<file path="config.mk">
export PLATFORM = sky130hd
export DESIGN_NAME = zrun_silence_detect
export DESIGN_NICKNAME = d
export VERILOG_FILES = /design/src/rtl/zrun_pkg.sv /design/src/rtl/zrun_zero_flags.sv /design/src/rtl/zrun_counter.sv /design/src/rtl/zrun_silence_detect.sv
export SDC_FILE = /design/constraint.sdc
export NUM_CORES = 1
export LEC_CHECK = 0
export ABC_AREA = 1
export CORE_MARGIN = 2
export CORE_UTILIZATION = 35
export DETAILED_ROUTE_END_ITERATION = 7
export GPL_TIMING_DRIVEN = 0
export PLACE_DENSITY = 0.87
export SLEW_MARGIN = 30
export SYNTH_ARGS = -nofsm -noshare
export SYNTH_HDL_FRONTEND = slang
export SYNTH_SLANG_ARGS = --single-unit
export TNS_END_PERCENT = 30
</file>
<file path="constraint.sdc">
create_clock -name clk -period 3.45 [get_ports clk]
set_clock_uncertainty 0.15 [all_clocks]
set_input_delay 0.69 -clock clk [delete_from_list [all_inputs] [get_ports clk]]
set_output_delay 0.69 -clock clk [all_outputs]
set_load 0.02 [all_outputs]
</file>
<file path="src/rtl/zrun_pkg.sv">
package zrun_pkg;
  typedef enum logic {
    MODE_REG = 1'b0,
    MODE_PIN = 1'b1
  } ctrl_mode_e;
endpackage

</file>
<file path="src/rtl/zrun_zero_flags.sv">
module zrun_zero_flags #(
  parameter int NUM_CH = 6,
  parameter int SMP_W  = 24
) (
  input  logic [NUM_CH*SMP_W-1:0] data,
  output logic [NUM_CH-1:0]       nz
);
  for (genvar c = 0; c < NUM_CH; c++) begin : g_ch
    assign nz[c] = |data[c*SMP_W +: SMP_W];
  end
endmodule

</file>
<file path="src/rtl/zrun_counter.sv">
module zrun_counter #(
  parameter int RUN_LEN = 9600,
  parameter int CW      = $clog2(RUN_LEN + 1)
) (
  input  logic          clk,
  input  logic          rst_n,
  input  logic          clr,
  input  logic          step,
  input  logic          hit,
  output logic [CW-1:0] cnt_q,
  output logic          full_nxt
);
  localparam logic [CW-1:0] LIMIT = CW'(RUN_LEN);
  logic [CW-1:0] cnt_nxt;

  always_comb begin
    cnt_nxt = cnt_q;
    if (clr)
      cnt_nxt = '0;
    else if (step) begin
      if (hit)
        cnt_nxt = '0;
      else if (cnt_q < LIMIT)
        cnt_nxt = cnt_q + 1'b1;
    end
  end

  assign full_nxt = (cnt_nxt == LIMIT);

  always_ff @(posedge clk or negedge rst_n) begin
    if (!rst_n) cnt_q <= '0;
    else        cnt_q <= cnt_nxt;
  end
endmodule

</file>
<file path="src/rtl/zrun_silence_detect.sv">
module zrun_silence_detect #(
  parameter int NUM_CH  = 6,
  parameter int SMP_W   = 24,
  parameter int RUN_LEN = 9600
) (
  input  logic                    clk,
  input  logic                    rst_n,
  input  logic                    smp_valid,
  output logic                    smp_ready,
  input  logic [NUM_CH*SMP_W-1:0] smp_data,
  input  logic [NUM_CH-1:0]       part_mask,
  input  logic                    pin_mode,
  input  logic                    mute_in,
  output logic                    silence_n
);
  import zrun_pkg::*;
  localparam int CW = $clog2(RUN_LEN + 1);

  ctrl_mode_e        mode;
  logic [NUM_CH-1:0] eff_mask, nz, mask_prev_q;
  logic              mode_prev_q, cfg_chg, hit, step, full_nxt, ready_q;
  logic [CW-1:0]     run_cnt;

  assign mode     = ctrl_mode_e'(pin_mode);
  assign eff_mask = (mode == MODE_PIN) ? '1 : part_mask;
  assign cfg_chg  = (part_mask != mask_prev_q) || (pin_mode != mode_prev_q);
  assign hit      = |(nz & eff_mask);
  assign step     = smp_valid & smp_ready;
  assign smp_ready = ready_q;

  zrun_zero_flags #(.NUM_CH(NUM_CH), .SMP_W(SMP_W)) u_zero (
    .data (smp_data),
    .nz   (nz)
  );

  zrun_counter #(.RUN_LEN(RUN_LEN), .CW(CW)) u_cnt (
    .clk      (clk),
    .rst_n    (rst_n),
    .clr      (cfg_chg),
    .step     (step),
    .hit      (hit),
    .cnt_q    (run_cnt),
    .full_nxt (full_nxt)
  );

  always_ff @(posedge clk or negedge rst_n) begin
    if (!rst_n) begin
      mask_prev_q <= '0;
      mode_prev_q <= 1'b0;
      ready_q     <= 1'b0;
      silence_n   <= 1'b1;
    end else begin
      mask_prev_q <= part_mask;
      mode_prev_q <= pin_mode;
      ready_q     <= 1'b1;
      silence_n   <= ~(mute_in | ((|eff_mask) & full_nxt));
    end
  end
endmodule

</file>
Word level (Yosys, flattened, before mapping). Cells that the tools add are included.

Bits in registers: 23. Input bits: 155. Output and inout port bits: 2. Word-level logic and storage cells: 29.

Add/subtract/negate cells: 1. Magnitude comparators: 1. Equality and inequality tests: 3. Multiplexer cells: 5. Bitwise operators: 5. Reductions and logical operators: 9.

Operators by type and width (number): OR reduction 24 bit (6); 2-to-1 mux 14 bit (4); adder 14 x 1 -> 14 bit (second input constant) (1); equality test 14 bit (second input constant) (1); less-than comparator 14 bit (second input constant) (1); OR reduction 6 bit (2); AND 6 bit (1); 2-to-1 mux 6 bit (1); inequality test 6 bit (1); AND 1 bit (2); logical OR 1 bit (1); inequality test 1 bit (1); inverter 1 bit (1); bitwise OR 1 bit (1).

Depth between registers and ports, before layout. Gate-level depths: netlist of the first run.

Depth after elaboration: 10. Gate-level depth with buffers: 14. Gate-level depth less buffers: 14.

Hierarchy. From an unflattened synthesis of the first run, not the netlist that was laid out.

Cells, all modules: 334. Area, all modules: 1954.4 um^2.

By module, submodules not included: zrun_counter (instances 1, cells an instance 150, area each 1022.2 um^2, seq. area each 350.3 um^2); zrun_zero_flags (instances 1, cells an instance 132, area each 503.0 um^2, seq. area each 0.0 um^2); zrun_silence_detect (instances 1, cells an instance 52, area each 429.2 um^2, seq. area each 226.5 um^2).

Worst setup path before layout of the first run. No wires, ideal clock.

Path kind: input-to-reg. Start point: input part_mask[5]. End point: register silence_n. Setup time: 0.080 ns. Arrival: 1.744 ns. Required time: 3.220 ns. Slack: 1.476 ns. Stages on the path: 11. Path buffers: 0. Path through: xor2_1 nor2_1 nand2_1 nor2_4 inv_4 nor2_1 nand3_1 nor2_1 nand2_1 nor2_1 a21oi_1.

Longest elaborated chain between the ends: 10. Elaborated cells between the ends (all ways): 13. Classes of those cells: eq/ne (2); mux (4); bitwise (4); reduce/logical (3).

RTL lines: from (decl) (line zrun_silence_detect.sv:11) `input logic [NUM_CH-1:0] part_mask,`; 2-to-1 mux 6 bit (line zrun_silence_detect.sv:25) `assign eff_mask = (mode == MODE_PIN) ? '1 : part_mask;`; AND 6 bit (line zrun_silence_detect.sv:27) `assign hit = |(nz & eff_mask);`; OR reduction 6 bit (line zrun_silence_detect.sv:27); 2-to-1 mux 14 bit (line zrun_counter.sv:21) `if (hit)`; 2-to-1 mux 14 bit (line zrun_counter.sv:20) `else if (step) begin`; 2-to-1 mux 14 bit (line zrun_counter.sv:18) `if (clr)`; equality test 14 bit (line zrun_counter.sv:28) `assign full_nxt = (cnt_nxt == LIMIT);`; AND 1 bit (*) (line zrun_silence_detect.sv:56) `silence_n <= ~(mute_in | ((|eff_mask) & full_nxt));`; bitwise OR 1 bit (*) (line zrun_silence_detect.sv:56); inverter 1 bit (*) (line zrun_silence_detect.sv:56); to (signal assigned) (line zrun_silence_detect.sv:56); to (decl) (line zrun_silence_detect.sv:14) `output logic silence_n`.

Mark *: on every way between the ends. The rest lies on a longest branch, timed or not.

Worst setup path after layout of the first run.
Start point: input pin_mode. End point: register silence_n.

Longest elaborated chain between the ends: 10. Elaborated cells between the ends (all ways): 13. Classes of those cells: eq/ne (2); mux (4); bitwise (4); reduce/logical (3).

RTL lines: from (decl) (line zrun_silence_detect.sv:12) `input logic pin_mode,`; 2-to-1 mux 6 bit (line zrun_silence_detect.sv:25); AND 6 bit (line zrun_silence_detect.sv:27); OR reduction 6 bit (line zrun_silence_detect.sv:27); 2-to-1 mux 14 bit (line zrun_counter.sv:21); 2-to-1 mux 14 bit (line zrun_counter.sv:20); 2-to-1 mux 14 bit (line zrun_counter.sv:18); equality test 14 bit (line zrun_counter.sv:28); AND 1 bit (*) (line zrun_silence_detect.sv:56); bitwise OR 1 bit (*) (line zrun_silence_detect.sv:56); inverter 1 bit (*) (line zrun_silence_detect.sv:56).

Marks and branches as above.

==> impl_metrics.toml, run 1 <==
[logic_synthesis]
synth_area_leaders = "dfrtp_1 (30%), nor2_1 (22%), nand2_1 (15%)"
synth_fp_nets = 464
synth_async_sr_flop_share = 1.000
portion_of_the_post_synthesis_area_used_by_sequential_elements = 0.3111
synth_area_per_cell_sq_um = 6.020
synthesis.instances = 308
yosys_register_bits = 23
yosys.area.top_type_share = 0.2969
synth_largest_area_cell = "dfrtp_1"
syn-cell-area_sq_um = 1854
dominantRegCellSynth = "dfrtp_1"
ys_types = 30
synthesis.yosys.warnings = 0
synth_enable_flop_cells = 0

[setup_path]
critical_path.max_fanout = 10
worst-r2r-setup-slack_ns = 1.34
timing.critical_path.arrival_ns = 2.54
worstReg2RegEnd = "silence_n"
setup.worst_path.end_class = "flop"
worst-endpoint-required_ns = 3.50
r2r.worst_path.cells = 14
critical_path_source_type = "primary input"
critical_path_type = "in -> reg"
reg2reg_from = "u_cnt.cnt_q[0]"

[clocking]
cts.hold.buffers_added = 0
tritoncts = "yes"
post-cts-setup-buffers = 0
h-tree-depth = 1
cts-root-to-sink-buffers = 2
tritoncts.num_buffers = 3
cts_root_buffer = "clkbuf_8"
clkSlewWorstSetupHoldPaths_ns = 0.08
numClockSinks = 23
cts_repair_resize_count = 0
clkLatencyLatePin_ns = 0.27

[route]
routedWlPerCell_microns = 12.52
via_count = 2475
drt_pass1_iterations = 4
postRouteWirelength_microns = 6738
antenna_left = 0
avgViaCountPerCell = 4.600
detail_route.iter0.violations = 83
drc = 0

[placed_design]
cell_count_after_placement = 534
finalWeightedCongestion = 0.8840
detailedPlacementHpwl_microns = 5981
place.port_buffers = 156

[cells_and_area]
number_of_inserted_filler_cells_in_the_final_layout = 440
multi_input_comb_area_sq_um = 1166
synthToLayoutAreaGrowth_pct = 91.09
area.sequential_sq_um = 576.8
final_non_filler_cells = 538
final_layout_size_suffix_gt1_frac = 0.05342
finalNetCount = 625
num_antenna_cells = 0

[floorplanning]
die_h_microns = 76.79
effective_utilization_at_floorplan = 0.3631
total_die_area_sq_um = 5896
io_pins = 157
fp.coreArea_sq_um = 5107
num_rows = 26
dieWidth_microns = 76.79

[sta]
fin_tns_setup_ns = 0
rsz_0062_raised_after_global_routing = "no"
timing.final.crit_share = 0.7213
timing_hold_violations_final = 0
finalCriticalPeriod_ns = 2.489
setup_violations = 0
fmax_mhz = 401.8
finalMaxSlewViolations = 0
worst_slew_pin_slew_ns = 0.5052
slew_headroom = 0.6632

[power]
vdd_ir_drop_max_uv = 143.0
p_leak_nw = 1.478
power_density_nw_per_um2 = 193.5

[global_routing]
grt_start_max_net_pins = 24
grt.overflow.total = 0
antenna_violations_before_repair = 0
grt_pass1_wl_microns = 11260
first_global_vias = 2537
global_route.usage.total = 0.2342

[min_path]
min_path_type = "in -> async"

[run]
cap_viol_max_count = 0

[status]
run_status = "finished, final reports clean"
-- routing by layer --
metal	global-route usage	wire length, microns
met5	0	0
met4	0.08727	193
met3	0.03882	485
met2	0.4526	3542
met1	0.2517	2516
-- synth_stat cells (all sizes together) (3+ instances only) --
cell type,count
nand4,6
xnor2,4
nor3,8
xor2,6
nor4,3
dfrtp,22
nand2,76
nand3,18
inv,29
o21ai,7
a21oi,3
or2,5
nor2,115
-- placed cells by master (no fill, tap or decap), drive strengths merged, types with 5 or more instances in the layout --
cell type / Yosys / routed
clkdlybuf4s50: 0 / 155
nor2: 115 / 115
nand2: 76 / 76
inv: 29 / 29
dfrtp: 22 / 22
nand3: 18 / 18
nor3: 8 / 8
o21ai: 7 / 7
nand4: 6 / 6
xor2: 6 / 6
or2: 5 / 5
-- sequential cells by signal, indices dropped and copies added, names as in the netlist --
register,cells
u_cnt.cnt_q,14
mask_prev_q,6
mode_prev_q,1
silence_n,1
smp_ready,1
-- kinds of logic after synthesis --
family                   after synthesis  share of synthesized area
AND/OR/NAND/NOR                      231                     0.5297
buffers and inverters                 29                    0.06006
flip-flops                            23                     0.3111
AO/OA/AOI/OAI                         13                    0.04319
XOR/XNOR                              10                    0.04723
adder cells (fa/ha/maj)                1                   0.006747
other                                  1                   0.002022
-- power by group --
group          total (mW)  internal (mW)  switching, mW
registers           0.277          0.275        0.00233
clock network       0.171         0.0827         0.0886
logic               0.237          0.174         0.0627
-- how the worst max path moves through the flow --
stage / from / end / slack, ns / cells past startpoint
3_3_place_gp: pin_mode / silence_n / 0.68 / 11
2_1_floorplan: part_mask[5] / silence_n / 1.48 / 11
6_report: pin_mode / silence_n / 0.96 / 11
3_5_place_dp: pin_mode / silence_n / 0.70 / 11
4_1_cts: pin_mode / silence_n / 0.98 / 11
5_1_grt: pin_mode / silence_n / 0.76 / 11
-- stage by stage --
stage	setup slack, ns	power (mW)	util	cell area, sq um	hold slack (ns)
2_1_floorplan	1.476	0.3301	-	1854	0.2444
3_3_place_gp	0.6812	0.5166	0.6859	3503	0.4460
3_5_place_dp	0.7022	0.5211	0.6850	3498	0.4548
4_1_cts	0.9828	0.6930	0.6938	3543	0.2407
5_1_grt	0.7609	0.7192	0.6938	3543	0.2807
6_report	0.9613	0.6857	0.6938	3543	0.2231
-- worst max-delay path, cell delays in order --
cell	delay, ns
clkdlybuf4s50_1	0.57
xnor2_1	0.14
nand3_1	0.15
nor2_4	0.29
inv_4	0.09
nor2_1	0.14
nand3_1	0.11
nor2_1	0.11
nand2_1	0.07
nor2_1	0.11
a21oi_1	0.07
-- cell type report --
class / count / area share
well taps: 70 / 0.02472
multi-input cells: 256 / 0.3291
inverters: 29 / 0.03143
clock buffers: 4 / 0.01271
repair buffers: 156 / 0.4393
flip-flops and latches: 23 / 0.1628
No activity file was read; power rests on OpenSTA's default activity.
==> run 2, diff against run 1 <==
--- a/config.mk
+++ b/config.mk
@@ -7,10 +7,10 @@
 export LEC_CHECK = 0
 export ABC_AREA = 1
 export CORE_MARGIN = 2
-export CORE_UTILIZATION = 35
+export CORE_UTILIZATION = 33
 export DETAILED_ROUTE_END_ITERATION = 7
 export GPL_TIMING_DRIVEN = 0
-export PLACE_DENSITY = 0.87
+export PLACE_DENSITY = 0.83
 export SLEW_MARGIN = 30
 export SYNTH_ARGS = -nofsm -noshare
 export SYNTH_HDL_FRONTEND = slang
==> constraint.sdc (replaced) <==
create_clock -name clk -period 2.3 [get_ports clk]
set_clock_uncertainty 0.15 [all_clocks]
set_input_delay 0.46 -clock clk [delete_from_list [all_inputs] [get_ports clk]]
set_output_delay 0.46 -clock clk [all_outputs]
set_load 0.02 [all_outputs]
==> run 2 against run 1 <==
Power up 49%. Via count down 1.4%. Critical path depth up 1. Sequential share of layout area down 0.20 points. Cell count up 0.74%. Worst hold slack worse by 0.22 ns. Critical path type unchanged. Highest routed layer unchanged.
==> impl_metrics.toml, run 2 (synthesis gave the netlist of run 1 again) <==
[floorplanning]
fp.coreArea_sq_um = 5473
total_die_area_sq_um = 6235
dieWidth_microns = 78.96
die_h_microns = 78.96
num_rows = 27
io_pins = 157
effective_utilization_at_floorplan = 0.3388

[clocking]
h-tree-depth = 1
numClockSinks = 23
clkLatencyLatePin_ns = 0.26
cts_root_buffer = "clkbuf_8"
clkSlewWorstSetupHoldPaths_ns = 0.08
tritoncts = "yes"
cts.hold.buffers_added = 0
cts-root-to-sink-buffers = 2
tritoncts.num_buffers = 3

[cells_and_area]
finish.instance_area_sq_um = 3587
max_flop_register = "u_cnt.cnt_q"
mostFrequentLayoutCell = "clkdlybuf4s50_1"
finalNetCount = 627
final_layout_size_suffix_gt1_frac = 0.06809
biggestRegsByFlops = "u_cnt.cnt_q (14), mask_prev_q (6)"
num_antenna_cells = 0
most-common-layout-cells = "clkdlybuf4s50_1 (151), nor2_1 (109), nand2_1 (71), inv_1 (24), dfrtp_1 (22)"
synthToLayoutAreaGrowth_pct = 93.45
largest_register_ff_count = 14

[sta]
timing_hold_violations_final = 0
timing.final.crit_share = 0.9418
slew_headroom = 0.6566
final.setup.worst_slack_ns = 0.1339
finalCriticalPeriod_ns = 2.166
worst_slew_pin_slew_ns = 0.5151
finalMaxSlewViolations = 0
rsz_0062_raised_after_global_routing = "no"
setup_violations = 0
fmax_mhz = 461.7

[route]
routedWlPerCell_microns = 12.20
drt_pass1_iterations = 4
avgViaCountPerCell = 4.502
detail_route.iter0.violations = 66
via_count = 2440
drc = 0
postRouteWirelength_microns = 6611
antenna_left = 0

[setup_path]
timing.critical_path.arrival_ns = 2.22
worst-r2r-setup-slack_ns = 0.30
critical_path_type = "in -> reg"
setup.worst_path.end_class = "flop"
critical_path.max_fanout = 8
worst-endpoint-required_ns = 2.35
critical_path_source_type = "primary input"

[status]
run_status = "finished, final reports clean"

[placed_design]
total_placed_instance_area_sq_um = 3501
detailedPlacementHpwl_microns = 5861
dp_slack_ns = -0.2595
finalWeightedCongestion = 0.8696
place.port_buffers = 156

[global_routing]
first_global_vias = 2460
grt_start_max_net_pins = 24
antenna_violations_before_repair = 0
global_route.usage.total = 0.2165
grt_pass1_wl_microns = 10830
grt.overflow.total = 0

[power]
power_density_nw_per_um2 = 285.4
p_leak_nw = 1.526
total_power_mw = 1.024
vdd_ir_drop_max_uv = 422.8

[min_path]
min_path_type = "in -> async"

[run]
cap_viol_max_count = 0
[run 2: worst paths after layout]
path	start	end	cells after the start
max	part_mask[2]	silence_n	12
min	rst_n	u_cnt.cnt_q[9]	1
max reg2reg	u_cnt.cnt_q[0]	silence_n	14
min reg2reg	u_cnt.cnt_q[5]	u_cnt.cnt_q[5]	3
max in group asynchronous	rst_n	silence_n	1
min in group clk	part_mask[1]	mask_prev_q[1]	1
[run 2: metal layers]
layer	part of all wire	vias up	track usage
met5	0	-	0
met4	0.029	0	0.06379
met3	0.074	16	0.05568
met2	0.51	111	0.4169
met1	0.39	1031	0.2289
li1	-	1282	-
[run 2: critical path, cell delays in order]
cell             delay, ns
clkdlybuf4s50_1       0.46
xor2_1                0.18
nor2_1                0.09
nand2_1               0.09
nor2_4                0.25
buf_4                 0.17
o21ai_0               0.09
nor2_1                0.10
o21ai_0               0.09
nand2_1               0.08
nor2_1                0.04
a21oi_1               0.13
[run 2: final cells by class]
type	instances	area, sq um
flip-flops and latches	23	576.8
fillers	479	1886
clock buffers	3	41.29
clock inverters	1	5.005
inverters	29	111.4
multi-input cells	256	1181
repair buffers	158	1582
well taps	72	90.09
[run 2: power by group]
part           leakage, nW  switching [mW]  internal [mW]
registers            0.299         0.00348          0.413
clock network       0.0255           0.131          0.121
logic                 1.20          0.0948          0.261
[run 2: timing repair]
action | in CTS | in global routing
buffers inserted | 0 | 2
resized for setup | 0 | 9
endpoints found under the setup margin | 0 | 3
[run 2: stage by stage]
step,instances,util,TNS [ns],hold WS (ns)
2_1_floorplan,308,-,0,0.01441
3_3_place_gp,536,0.6406,-0.5130,0.4552
3_5_place_dp,536,0.6397,-0.7139,0.3159
4_1_cts,540,0.6481,0,0.02785
5_1_grt,542,0.6555,0,0.04545
6_report,542,0.6555,0,0.006719
